## src/rtl/bdly_pkg.sv

```systemverilog
package bdly_pkg;

  // Register stages on the fixed path of one channel: input and output.
  localparam int MIN_LAT = 2;

  typedef enum logic {
    ROUTE_SPLIT   = 1'b0,
    ROUTE_CASCADE = 1'b1
  } route_e;

  // Hold time of stage k in cycles.
  function automatic int stage_depth(input int k);
    return 1 << k;
  endfunction

  // Latency of one channel for a given code value.
  function automatic int chan_latency(input int code);
    return MIN_LAT + code;
  endfunction

  // Latency of the cascaded path.
  function automatic int cascade_latency(input int code_a, input int code_b);
    return chan_latency(code_a) + chan_latency(code_b);
  endfunction

endpackage

```

## src/rtl/bdly_stage.sv

```systemverilog
module bdly_stage #(
  parameter int DEPTH = 1
) (
  input  logic clk,
  input  logic rst,
  input  logic din,
  input  logic sel,
  output logic dout
);

  logic [DEPTH-1:0] sr;

  generate
    if (DEPTH == 1) begin : g_single
      always_ff @(posedge clk) begin
        if (rst) sr <= '0;
        else     sr <= din;
      end
    end else begin : g_multi
      always_ff @(posedge clk) begin
        if (rst) sr <= '0;
        else     sr <= {sr[DEPTH-2:0], din};
      end
    end
  endgenerate

  // The shift line runs on every cycle. The select only decides which tap is passed on.
  assign dout = sel ? sr[DEPTH-1] : din;

endmodule

```

## src/rtl/bdly_chan.sv

```systemverilog
module bdly_chan
  import bdly_pkg::*;
#(
  parameter int STAGES = 9
) (
  input  logic              clk,
  input  logic              rst,
  input  logic              din,
  input  logic [STAGES-1:0] code,
  output logic              dout_q
);

  logic              in_q;
  logic [STAGES:0]   link;

  always_ff @(posedge clk) begin
    if (rst) in_q <= 1'b0;
    else     in_q <= din;
  end

  assign link[0] = in_q;

  generate
    for (genvar k = 0; k < STAGES; k++) begin : g_stage
      bdly_stage #(.DEPTH(stage_depth(k))) u_stage (
        .clk  (clk),
        .rst  (rst),
        .din  (link[k]),
        .sel  (code[k]),
        .dout (link[k+1])
      );
    end
  endgenerate

  always_ff @(posedge clk) begin
    if (rst) dout_q <= 1'b0;
    else     dout_q <= link[STAGES];
  end

  // Cycles since reset, saturating, for the latency check below.
  logic [1:0] age;
  always_ff @(posedge clk) begin
    if (rst)              age <= '0;
    else if (age != 2'd3) age <= age + 2'd1;
  end

  // with every stage bypassed, a sample comes out two cycles after it was taken.
  p_min_latency_r3: assert property (@(posedge clk) disable iff (rst)
    (age >= 2'(MIN_LAT) && $past(code) == '0) |-> (dout_q == $past(din, 2)));

endmodule

```

## src/rtl/bdly_pair.sv

```systemverilog
module bdly_pair
  import bdly_pkg::*;
#(
  parameter int STAGES = 9
) (
  input  logic              clk,
  input  logic              rst,
  input  logic              cascade,
  input  logic              mute,
  input  logic [STAGES-1:0] code_a,
  input  logic [STAGES-1:0] code_b,
  input  logic              din_a,
  input  logic              din_b,
  output logic              dout_a,
  output logic              dout_b
);

  route_e route;
  logic   raw_a;
  logic   raw_b;
  logic   feed_b;

  assign route  = route_e'(cascade);
  assign feed_b = (route == ROUTE_CASCADE) ? raw_a : din_b;

  bdly_chan #(.STAGES(STAGES)) u_chan_a (
    .clk    (clk),
    .rst    (rst),
    .din    (din_a),
    .code   (code_a),
    .dout_q (raw_a)
  );

  bdly_chan #(.STAGES(STAGES)) u_chan_b (
    .clk    (clk),
    .rst    (rst),
    .din    (feed_b),
    .code   (code_b),
    .dout_q (raw_b)
  );

  // Forcing stays at the ports so that the cascade keeps using raw_a.
  assign dout_a = raw_a & ~mute & (route == ROUTE_SPLIT);
  assign dout_b = raw_b & ~mute;

  logic [2:0] age;
  always_ff @(posedge clk) begin
    if (rst)              age <= '0;
    else if (age != 3'd4) age <= age + 3'd1;
  end

  // with zero codes, the cascaded path has four cycles of latency from din_a.
  p_cascade_sum_r5: assert property (@(posedge clk) disable iff (rst)
    (age >= 3'd4 && $past(cascade, 2) && $past(code_b) == '0 && $past(code_a, 3) == '0)
      |-> (raw_b == $past(din_a, 4)));

  p_idle_a_r6: assert property (@(posedge clk) disable iff (rst)
    cascade |-> !dout_a);

  p_mute_r7: assert property (@(posedge clk) disable iff (rst)
    mute |-> (!dout_a && !dout_b));

  p_reset_clear_r8: assert property (@(posedge clk)
    rst |=> (!raw_a && !raw_b));

endmodule

```

## config.mk

```make
export PLATFORM = sky130hd
export DESIGN_NAME = bdly_pair
export DESIGN_NICKNAME = d
export VERILOG_FILES = /design/src/rtl/bdly_pkg.sv /design/src/rtl/bdly_stage.sv /design/src/rtl/bdly_chan.sv /design/src/rtl/bdly_pair.sv
export SDC_FILE = /design/constraint.sdc
export NUM_CORES = 1
export LEC_CHECK = 0
export ABC_AREA = 0
export CORE_MARGIN = 2
export CORE_UTILIZATION = 55
export CTS_BUF_LIST = sky130_fd_sc_hd__clkbuf_2
export DETAILED_ROUTE_END_ITERATION = 8
export GPL_ROUTABILITY_DRIVEN = 0
export PLACE_DENSITY = 0.77
export SKIP_LAST_GASP = 1
export SLEW_MARGIN = 20
export SYNTH_ARGS = -nofsm -noshare
export SYNTH_HDL_FRONTEND = slang
export SYNTH_HIERARCHICAL = 1
export SYNTH_SLANG_ARGS = --single-unit
```

## constraint.sdc

```tcl
create_clock -name clk -period 4.8 [get_ports clk]
set_clock_uncertainty 0.05 [all_clocks]
set_input_delay 1.44 -clock clk [delete_from_list [all_inputs] [get_ports clk]]
set_output_delay 1.44 -clock clk [all_outputs]
set_load 0.02 [all_outputs]
```

---- Word-level counts from Yosys, hierarchy flattened ----
Cells that the tools add are included.
word-level totals
  register bits after elaboration ......... 1026
  bits in latches ......................... 0
  bits in writable memories ............... 0
  memory bits (read-only) ................. 0
  bits of input ports ..................... 24
  output and inout bits ................... 2
  word-level logic and storage cells ...... 46
  memories kept ........................... 0
cells by class
  add/subtract/negate cells ............... 0
  multiply operators ...................... 0
  divide/modulo/power cells ............... 0
  $lt $le $gt $ge ......................... 0
  equal/unequal tests ..................... 0
  shift-type cells ........................ 0
  multiplexer cells ....................... 19
  bitwise gates (word level) .............. 5
  reduce and logical (&&, ||, !) cells .... 0
operators with widths
  operator       count
  $mux W1        19
  $and A1 B1 Y1  3
  $not A1 Y1     2

---- Depth between registers and ports, before layout ----
Gate-level depths: netlist of the first run.
  depth in word-level cells ............... 9
  gate-level depth with buffers ........... 10
  mapped depth without buffers ............ 10

---- Modules after synthesis ----
The synthesis of the first run kept the hierarchy.
by module, submodules not included
  module                                        instances  cells an instance  area each (µm²)  seq. area each (µm²)
  bdly_stage (u_chan_a.g_stage[8].u_stage ...)  2          541                6875.3           5124.9
  bdly_stage (u_chan_a.g_stage[7].u_stage ...)  2          271                3472.1           2562.5
  bdly_stage (u_chan_a.g_stage[6].u_stage ...)  2          136                1929.4           1281.2
  bdly_stage (u_chan_a.g_stage[5].u_stage ...)  2          68                 874.6            640.6
  bdly_stage (u_chan_a.g_stage[4].u_stage ...)  2          34                 475.5            320.3
  bdly_stage (u_chan_a.g_stage[3].u_stage ...)  2          17                 225.2            160.2
  bdly_stage (u_chan_a.g_stage[2].u_stage ...)  2          9                  120.1            80.1
  bdly_stage (u_chan_a.g_stage[1].u_stage ...)  2          5                  67.6             40.0
  bdly_chan                                     2          4                  52.6             40.0
  bdly_stage (u_chan_a.g_stage[0].u_stage ...)  2          3                  41.3             20.0
  bdly_pair                                     1          3                  28.8             0.0

---- Least setup slack after synthesis of the first run ----
Ideal clock, no wire load.
  kind .................................... input port to flip-flop
  from .................................... in code_a[0]
  to ...................................... reg u_chan_a.dout_q
  library setup time ...................... 0.114 ns
  data arrival time ....................... 3.904 ns
  required time ........................... 4.636 ns
  slack ................................... 0.732 ns
  cell stages on the path ................. 10
  buffers on the path ..................... 0
  path through ............................ mux2_4 > mux2_4 > mux2_4 > mux2_4 > mux2_2 > mux2_2 > mux2_2 > mux2_2 > mux2_2 > nor2b_1
on the way
  longest elaborated chain between the ends .. 9
ends and longest elaborated chain
  item                    line              RTL
  start: declaration      bdly_pair.sv:10   input logic [STAGES-1:0] code_a,
  $mux W1 (2 in a row)    bdly_stage.sv:28  assign dout = sel ? sr[DEPTH-1] : din;
  via u_chan_a.link[2]    bdly_chan.sv:14   logic [STAGES:0] link;
  $mux W1                 bdly_stage.sv:28
  via u_chan_a.link[3]    bdly_chan.sv:14
  $mux W1                 bdly_stage.sv:28
  via u_chan_a.link[4]    bdly_chan.sv:14
  $mux W1                 bdly_stage.sv:28
  via u_chan_a.link[5]    bdly_chan.sv:14
  $mux W1                 bdly_stage.sv:28
  via u_chan_a.link[6]    bdly_chan.sv:14
  $mux W1                 bdly_stage.sv:28
  via u_chan_a.link[7]    bdly_chan.sv:14
  $mux W1                 bdly_stage.sv:28
  via u_chan_a.link[8]    bdly_chan.sv:14
  $mux W1                 bdly_stage.sv:28
  via u_chan_a.link[9]    bdly_chan.sv:14
  end signal: assignment  bdly_chan.sv:37   else dout_q <= link[STAGES];
  end: declaration        bdly_chan.sv:10   output logic dout_q
The timed path passes the listed nets, and every way through them passes these cells.
A chain may end at the register's enable or synchronous reset.

---- Final worst setup path of the first run ----
  from .................................... in cascade
  to ...................................... out dout_a
on the way
  longest elaborated chain between the ends .. 2
ends and longest elaborated chain
  item                line             RTL
  start: declaration  bdly_pair.sv:8   input logic cascade,
  $not A1 Y1          bdly_pair.sv:43  assign dout_a = raw_a & ~mute & (route == ROUTE_SPLIT);
  $and A1 B1 Y1       bdly_pair.sv:43
  end: declaration    bdly_pair.sv:14  output logic dout_a,
No other way between the ends.

==> results_dict.tcl, run 1 <==
set metrics [dict create \
    status "finished, final reports clean" \
    cts_root_buffer "clkbuf_2" \
    fmax_mhz 237.7 \
    post-place-cells 2795 \
    p_leak_nw 12.52 \
    synth_seq_cells 1026 \
    ys_types 12 \
    clock_path_buffers 3 \
    power_density_mw_per_mm2 446.4 \
    finalSetupTns_ns 0 \
    cts-resized-gates 0 \
    synthXorXnorAreaFrac 0 \
    final_hold_viol_count 0 \
    maxCapViolations 0 \
    slew_violations 0 \
    start_kind "input port" \
    synth-seq-area-share 0.7259 \
    ios 26 \
    dieHeight_um 230.8 \
    cts_setup_buffers 0 \
    drt-initial-drc-count 588 \
    power.total_mw 13.82 \
    cp-end-kind "output pin" \
    synth-compound-area-share 0 \
    r2r_slack_ns 1.61 \
    mappedNetlistNets 2203 \
    required_ns 3.31 \
    nets 2364 \
    postCtsHoldBufs 0 \
    clock_sinks 1026 \
    hp-class "flop to flop" \
    viasPerCell 4.138 \
    start_util 0.5538 \
    numCtsBuffers 223 \
    drive_gt1_frac 0.2123 \
    wirelength_um 34580 \
    gr-total-overflow 0 \
    antenna_found_initial 2 \
    yosysWarnings 6 \
    muxShareOfSynthArea 0.008755 \
    slew_headroom 0.4086 \
    worst_slew_pin_slew_ns 0.8871 \
    numPortBuffers 25 \
    fin_crit_sh 0.8764 \
    fillCellCount 3978 \
    finalSetupViolations 0 \
    core-area_mm2 0.05109 \
    vias 13237 \
    crit_top_cell "clkdlybuf4s50_1" \
    grt_max_degree 143 \
    rr_worst_depth 10 \
    syn_avg_cell_area_um2 12.99 \
    crit_path_max_incr_delay_ns 0.63 \
    critical-path-top-delay-family "buffers and inverters" \
    critPathKind "input port to output pin" \
    cts_tree "done" \
    grt_pass1_wl_um 61760 \
    drtPass1Iterations 4 \
    fin_crit_ns 4.207 \
    synth_area_mm2 0.02830 \
    drc 0 \
    cts_max_level 4 \
    synthAdderAreaFrac 0 \
    grt_use_total 0.1389 \
    timing.rr.start "u_chan_a/in_q$_SDFF_PP0_" \
    crit_buf_inv 2 \
    worstReg2RegEnd "u_chan_a/dout_q$_SDFF_PP0_" \
    final-seq-area_mm2 0.02054 \
    rsz0062_at_grt "false" \
    die_w_um 230.8 \
    path_max_fanout 2 \
    worst_ep_arrival_time_ns 2.72 \
    path_clk_slew_ns 0.12 \
    worstHoldStart "u_chan_a/g_stage[7].u_stage/sr[65]$_SDFF_PP0_" \
    worst_hold_path.endpoint "u_chan_a/g_stage[7].u_stage/sr[66]$_SDFF_PP0_" \
    synthSimpleGateAreaFrac 0.2402 \
    cp_cell_sequence "clkdlybuf4s50_1 > nor3b_1 > clkdlybuf4s50_1" \
    hold_depth 1 \
    wl_per_cell_um 10.81 \
    syn_to_final_growth_pct 9.458 \
    fp-row-count 83 \
    multi_input_area_mm2 0.007046 \
    dp_hpwl_um 16990 \
    final_cells 3199 \
    ir_worst_vdd_uv 220.1 \
    crit_path_top_delay_cell "clkdlybuf4s50_1" \
    insertion_delay_ns 1.33 \
    grt_pass1_vias 14040 \
    synth_cells 2179 \
    drtAntennaViolNets 0 \
    synth_top_family_by_area "simple AND/OR/NAND/NOR gates" \
    die-area_mm2 0.05328 \
]
## per-layer routing
layer,vias to the layer above,GRT usage,part of all wire
met5,-,0,0
met4,0,0.07440,0.016
met3,35,0.05398,0.039
met2,141,0.1983,0.42
met1,6040,0.1814,0.52
li1,7021,-,-
## cell usage in the layout (no fill, tap or decap), drive strengths merged
master | netlist | layout
clkbuf | 4 | 338
clkinv | 0 | 48
nor3b | 1 | 1
bufinv | 0 | 5
dfxtp | 1026 | 1026
clkinvlp | 0 | 4
mux2 | 19 | 19
nor2b | 1015 | 1015
clkdlybuf4s50 | 0 | 24
and2b | 12 | 12
buf | 102 | 18
diode | 0 | 8
inv | 0 | 1
## cell usage after synthesis
cell      count  area (µm²)
mux2_2       10       112.6
and2b_2      12       105.1
buf_6        12       135.1
nor3b_1       1       7.510
nor2b_1     881        5512
mux2_4        9       135.1
buf_4        28       210.2
clkbuf_1      4       15.01
nor2b_2     134        1174
buf_8         4       60.06
buf_2        58       290.3
dfxtp_1    1026       20540
## stage by stage
stage | setup WS (ns) | instance area, µm² | utilization | hold WS, ns
CTS | 0.5580 | 30950 | 0.6058 | 0.3360
finish | 0.5935 | 30970 | 0.6062 | 0.3468
detailed placement | -0.02665 | 28890 | 0.5655 | 0.3698
floorplan | 0.7324 | 28300 | - | 0.3638
global placement | 0.002239 | 28890 | 0.5655 | 0.3654
global route | 0.4799 | 30950 | 0.6058 | 0.3557
## cell type report
type / count / share of cell area
diodes: 8 / 0.0006464
clock buffers: 338 / 0.05462
clock inverters: 58 / 0.01184
multi-input cells: 1047 / 0.2275
flip-flops and latches: 1026 / 0.6632
well taps: 680 / 0.02747
repair buffers: 42 / 0.01479
## worst max path at each step
stage / slack (ns) / end / startpoint / cells past startpoint
after global routing: 0.48 / dout_a / cascade / 3
after floorplan: 0.73 / u_chan_a/dout_q$_SDFF_PP0_ / code_a[0] / 10
after detailed placement: -0.03 / u_chan_a/dout_q$_SDFF_PP0_ / code_a[0] / 11
after global placement: 0.002 / u_chan_a/dout_q$_SDFF_PP0_ / code_a[0] / 11
final: 0.59 / dout_a / cascade / 3
after CTS: 0.56 / dout_a / u_chan_a/dout_q$_SDFF_PP0_ / 2
## cells by family (layout without fill, tap and decap cells)
group	after synthesis	in the layout
other cells	0	8
simple gates	1028	1028
buf+inv	106	438
mux	19	19
flops	1026	1026
## power by group
group          switching, mW  total [mW]  leakage [nW]  internal [mW]
Clock                   3.01        5.13          1.56           2.13
Sequential           0.00127        8.51          8.26           8.51
Combinational          0.138       0.182          2.70         0.0438
Total                   3.14        13.8          12.5           10.7
## flip-flops by register name (all words and copies together) (netlist names)
| register | cells |
|---|---|
| u_chan_b/in_q | 1 |
| u_chan_b/dout_q | 1 |
| u_chan_a/g_stage.u_stage/sr | 511 |
| u_chan_a/dout_q | 1 |
| u_chan_b/g_stage.u_stage/sr | 511 |
| u_chan_a/in_q | 1 |
(Power assumes the default switching activity.)
==> run 2: changes to the inputs <==
--- a/config.mk
+++ b/config.mk
@@ -5,8 +5,9 @@
 export SDC_FILE = /design/constraint.sdc
 export NUM_CORES = 1
 export LEC_CHECK = 0
-export ABC_AREA = 0
-export CORE_MARGIN = 2
+export ABC_AREA = 1
+export CAP_MARGIN = 10
+export CORE_MARGIN = 5
 export CORE_UTILIZATION = 55
 export CTS_BUF_LIST = sky130_fd_sc_hd__clkbuf_2
 export DETAILED_ROUTE_END_ITERATION = 8
==> results_dict.tcl, run 2 <==
set metrics [dict create \
    status "finished, final reports clean" \
    viasPerCell 3.890 \
    gr-total-overflow 0 \
    final_cell_mix "1,045 x inv_1, 1,026 x dfxtp_1, 1,017 x nor2_1" \
    combPwrFrac 0.013 \
    fin_crit_ns 4.314 \
    maxCapViolations 0 \
    syn_to_final_growth_pct 8.349 \
    grt_pass1_wl_um 66140 \
    r2r_slack_ns 2.88 \
    synth_cells 3268 \
    clock_sinks 1026 \
    ios 26 \
    path_max_fanout 2 \
    dominantRegCellSynth "dfxtp_1" \
    drc 0 \
    crit_path_max_incr_delay_ns 0.62 \
    yosys-top-cells-area "dfxtp_1 69%, inv_1 13%, nor2_1 13%, buf_6 1.9%, buf_4 1.3%" \
    power.total_mw 13.90 \
    drt-initial-drc-count 763 \
    grt_use_total 0.1287 \
    critPathKind "input port to output pin" \
    dpl-instance-area_mm2 0.02992 \
    vias 16772 \
    cts_setup_buffers 0 \
    final_cells 4312 \
    grt_max_degree 122 \
    ys_types 11 \
    numPortBuffers 25 \
    dieHeight_um 241.9 \
    die-area_mm2 0.05852 \
    ir_worst_vdd_uv 217.1 \
    async_flop_share 0 \
    grt_pass1_vias 16336 \
    wirelength_um 36380 \
    path_clk_slew_ns 0.10 \
    hold_depth 2 \
    fp-row-count 85 \
    synth_top_area_frac 0.6944 \
    synth_seq_cells 1026 \
    postCtsHoldBufs 0 \
    fin_crit_sh 0.8988 \
    clock_path_buffers 3 \
    cts_tree "done" \
    numCtsBuffers 227 \
    crit_top_cell "clkdlybuf4s50_1" \
    drtPass1Iterations 4 \
    cp.depth 5 \
    top_regs "u_chan_a/g_stage.u_stage/sr x511, u_chan_b/g_stage.u_stage/sr x511" \
    drive_gt1_frac 0.1115 \
    start_util 0.5519 \
    slew_violations 0 \
    swShare 0.2290 \
    rsz0062_at_grt "false" \
    crit_path_top_delay_cell "clkdlybuf4s50_1" \
    dp_hpwl_um 19280 \
    final_hold_viol_count 0 \
    cp-end-kind "output pin" \
    p_leak_nw 12.93 \
    drtAntennaViolNets 0 \
    synth-edff-count 0 \
    syn_avg_cell_area_um2 9.052 \
    slew_headroom 0.4759 \
    final_common_cell "inv_1" \
    mappedNetlistNets 3292 \
    yosys-top-cells-count "1,045 x inv_1, 1,026 x dfxtp_1, 1,017 x nor2_1" \
    insertion_delay_ns 1.28 \
    cts-resized-gates 0 \
    required_ns 3.31 \
    clkPwrFrac 0.375 \
    cts_root_buffer "clkbuf_2" \
    die_w_um 241.9 \
    critical-path-top-delay-family "buffers and inverters" \
    fmax_mhz 231.8 \
    rr_worst_depth 20 \
    power_density_mw_per_mm2 433.6 \
    crit_buf_inv 3 \
    worst_ep_arrival_time_ns 2.82 \
    p_seq_frac 0.612 \
    worst_slew_pin_slew_ns 0.7861 \
    nets 3456 \
    core-area_mm2 0.05360 \
    hp-class "flop to flop" \
    finalSetupViolations 0 \
    synth.most_common_cell "inv_1" \
    start_kind "input port" \
    final_area_mm2 0.03205 \
    post-place-cells 3899 \
    synth_area_mm2 0.02958 \
    internal-power_mw 10.72 \
    p_sw_mw 3.183 \
    cts_max_level 4 \
    antenna_found_initial 2 \
    wl_per_cell_um 8.436 \
    yosysTopAreaCell "dfxtp_1" \
    finalSetupTns_ns 0 \
    yosysWarnings 6 \
    synth-seq-area-share 0.6944 \
    cp_cell_sequence "clkdlybuf4s50_1 > inv_2 > nand2_2 > nor2_2 > clkdlybuf4s50_1" \
]
## run 2: changes by cell type after synthesis, moves of 2 or more
cell,delta
clkbuf_1,-4
buf_8,-2
inv_1,+1045
mux2_2,-10
mux2_4,-9
buf_4,+22
buf_2,-50
nor2b_1,-881
and2b_2,-12
buf_6,+38
nor2b_2,-134
nor2_1,+1017
nor2_2,+11
nand2_1,+57
## run 2: worst paths after layout
| check | from | end |
|---|---|---|
| setup / recovery | cascade | dout_a |
| hold / removal | u_chan_b/g_stage[7].u_stage/sr[121]$_SDFF_PP0_ | u_chan_b/g_stage[7].u_stage/sr[122]$_SDFF_PP0_ |
| setup reg to reg | u_chan_b/in_q$_SDFF_PP0_ | u_chan_b/dout_q$_SDFF_PP0_ |
| hold reg to reg | u_chan_b/g_stage[7].u_stage/sr[121]$_SDFF_PP0_ | u_chan_b/g_stage[7].u_stage/sr[122]$_SDFF_PP0_ |
## run 2: through the flow
step                      setup slack (ns)  utilization  hold WS (ns)
after floorplan                      1.577            -        0.3383
after global placement              0.5141       0.5583        0.3384
after detailed placement            0.4932       0.5583        0.3420
after CTS                           0.3232       0.5979        0.2912
after global routing                0.3803       0.5979        0.3017
final                               0.4859       0.5979        0.2938
## run 2: logic make-up after synthesis
logic type / count (synthesis) / synth area share
buffers and inverters: 1156 / 0.1668
flip-flops: 1026 / 0.6944
AND/OR/NAND/NOR: 1086 / 0.1388
## run 2: final cells by class
class | instances | area (µm²)
inverter | 1046 | 3926
timing repair buffer | 45 | 480.5
clock inverter | 57 | 350.3
multi-input combinational | 1086 | 4106
sequential | 1026 | 20540
clock buffer | 354 | 1772
fill | 4578 | 21550
antenna | 2 | 5.005
tap | 696 | 870.8
## run 2: tightest hold or removal path: cells and delay by family (launching register included)
family | cells | cell delay [ns]
buf+inv | 1 | 0.04
flops | 1 | 0.30
simple gates | 1 | 0.03
## run 2: power groups by stage
stage	Combinational [mW]	Sequential (mW)	Clock, mW
detailed placement	0.177	8.71	0
CTS	0.178	8.51	5.49
finish	0.175	8.51	5.21
global route	0.198	8.52	5.95
global placement	0.179	8.71	0
floorplan	0.178	8.71	0
## run 2: per-layer routing
metal | routed length [µm] | vias up | global-route usage
met3 | 1335 | 49 | 0.04601
met5 | 0 | - | 0
met2 | 16140 | 161 | 0.2025
met1 | 18230 | 7320 | 0.1565
li1 | - | 9242 | -
met4 | 674 | 0 | 0.06714
==> run 3: changes to the inputs <==
--- a/config.mk
+++ b/config.mk
@@ -12,6 +12,7 @@
 export CTS_BUF_LIST = sky130_fd_sc_hd__clkbuf_2
 export DETAILED_ROUTE_END_ITERATION = 8
 export GPL_ROUTABILITY_DRIVEN = 0
+export MAX_ROUTING_LAYER = met4
 export PLACE_DENSITY = 0.77
 export SKIP_LAST_GASP = 1
 export SLEW_MARGIN = 20
==> results_dict.tcl, run 3 (synthesis gave the netlist of run 2 again) <==
set metrics [dict create \
    fin_crit_ns 4.314 \
    p_sw_mw 3.182 \
    path_clk_slew_ns 0.10 \
    drc 0 \
    final_cells 4312 \
    required_ns 3.31 \
    crit_top_cell "clkdlybuf4s50_1" \
    drtAntennaViolNets 0 \
    hp-class "flop to flop" \
    postCtsHoldBufs 0 \
    core-area_mm2 0.05360 \
    grt_use_total 0.1326 \
    grt_pass1_wl_um 66150 \
    finalSetupTns_ns 0 \
    numPortBuffers 25 \
    worstHoldStart "u_chan_b/g_stage[7].u_stage/sr[121]$_SDFF_PP0_" \
    start_kind "input port" \
    start_util 0.5519 \
    drtPass1Iterations 5 \
    post-place-cells 3899 \
    cts-resized-gates 0 \
    crit_path_max_incr_delay_ns 0.62 \
    worst_slew_pin_slew_ns 0.7826 \
    timing.rr.start "u_chan_b/in_q$_SDFF_PP0_" \
    worst_ep_arrival_time_ns 2.82 \
    whs_ns 0.2944 \
    cp-end-kind "output pin" \
    power_density_mw_per_mm2 433.6 \
    antenna_found_initial 2 \
    path_max_fanout 2 \
    die_w_um 241.9 \
    viasPerCell 3.888 \
    p_seq_frac 0.612 \
    ir_worst_vdd_uv 217.0 \
    dieHeight_um 241.9 \
    cp_cell_sequence "clkdlybuf4s50_1 > inv_2 > nand2_2 > nor2_2 > clkdlybuf4s50_1" \
    nets 3456 \
    slew_violations 0 \
    ios 26 \
    maxCapViolations 0 \
    power.total_mw 13.90 \
    finalSetupViolations 0 \
    wirelength_um 36360 \
    insertion_delay_ns 1.27 \
    grt_use_met3 0.04601 \
    drt-initial-drc-count 786 \
    cts_setup_buffers 0 \
    vias 16767 \
    slew_headroom 0.4783 \
    combPwrFrac 0.013 \
    critPathKind "input port to output pin" \
    final_common_cell "inv_1" \
    clock_path_buffers 3 \
    cts_root_buffer "clkbuf_2" \
    p_leak_nw 12.93 \
    worst_slack_ns 0.4858 \
    dpl-instance-area_mm2 0.02992 \
    gr-total-overflow 0 \
    utilization 0.5979 \
    grt_use_met2 0.2025 \
    clock_sinks 1026 \
    die-area_mm2 0.05852 \
    grt_busiest_layer "met2" \
    met1_usage 0.1565 \
    fmax_mhz 231.8 \
    syn_to_final_growth_pct 8.349 \
    dp_hpwl_um 19280 \
    final_hold_viol_count 0 \
    crit_path_top_delay_cell "clkdlybuf4s50_1" \
    top_regs "u_chan_a/g_stage.u_stage/sr x511, u_chan_b/g_stage.u_stage/sr x511" \
    clkPwrFrac 0.375 \
    fp-row-count 85 \
    swShare 0.2290 \
    numCtsBuffers 227 \
    rsz0062_at_grt "false" \
    grt_max_degree 122 \
    cts_max_level 4 \
    cts_tree "done" \
    wl_per_cell_um 8.433 \
    crit_path_start "cascade" \
    final_area_mm2 0.03205 \
    status "finished, final reports clean" \
    internal-power_mw 10.72 \
    final_cell_mix "1,045 x inv_1, 1,026 x dfxtp_1, 1,017 x nor2_1" \
    fin_crit_sh 0.8988 \
    grt_pass1_vias 16338 \
    place_ws_ns 0.4932 \
    drive_gt1_frac 0.1115 \
]
run 3: cell type report:
class	count	area, µm²
tap	696	870.8
multi-input combinational	1086	4106
fill	4578	21550
clock buffer	354	1772
antenna	2	5.005
timing repair buffer	45	480.5
inverter	1046	3926
sequential	1026	20540
clock inverter	57	350.3
run 3: final timing paths:
check / end / slack (ns) / cells after the start
worst max-delay path: dout_a / 0.49 / 5
worst min-delay path: u_chan_b/g_stage[7].u_stage/sr[122]$_SDFF_PP0_ / 0.29 / 2
worst max register to register: u_chan_b/dout_q$_SDFF_PP0_ / 2.88 / 20
worst min register to register: u_chan_b/g_stage[7].u_stage/sr[122]$_SDFF_PP0_ / 0.29 / 2
run 3: worst max-delay path, delay by kind of cell:
family,cells,cell delay (ns)
simple gates,2,0.25
buf+inv,3,1.12
run 3: routing by layer:
| layer | vias to the layer above | routed length (µm) |
|---|---|---|
| met3 | 51 | 1327 |
| met5 | - | 0 |
| li1 | 9242 | - |
| met1 | 7314 | 18240 |
| met2 | 160 | 16100 |
| met4 | 0 | 689 |
run 3: power by group through the flow:
stage | Combinational (mW) | Sequential, mW | Clock (mW)
after global placement | 0.179 | 8.71 | 0
after floorplan | 0.178 | 8.71 | 0
after CTS | 0.178 | 8.51 | 5.49
after global routing | 0.198 | 8.52 | 5.95
final | 0.175 | 8.51 | 5.21
after detailed placement | 0.177 | 8.71 | 0
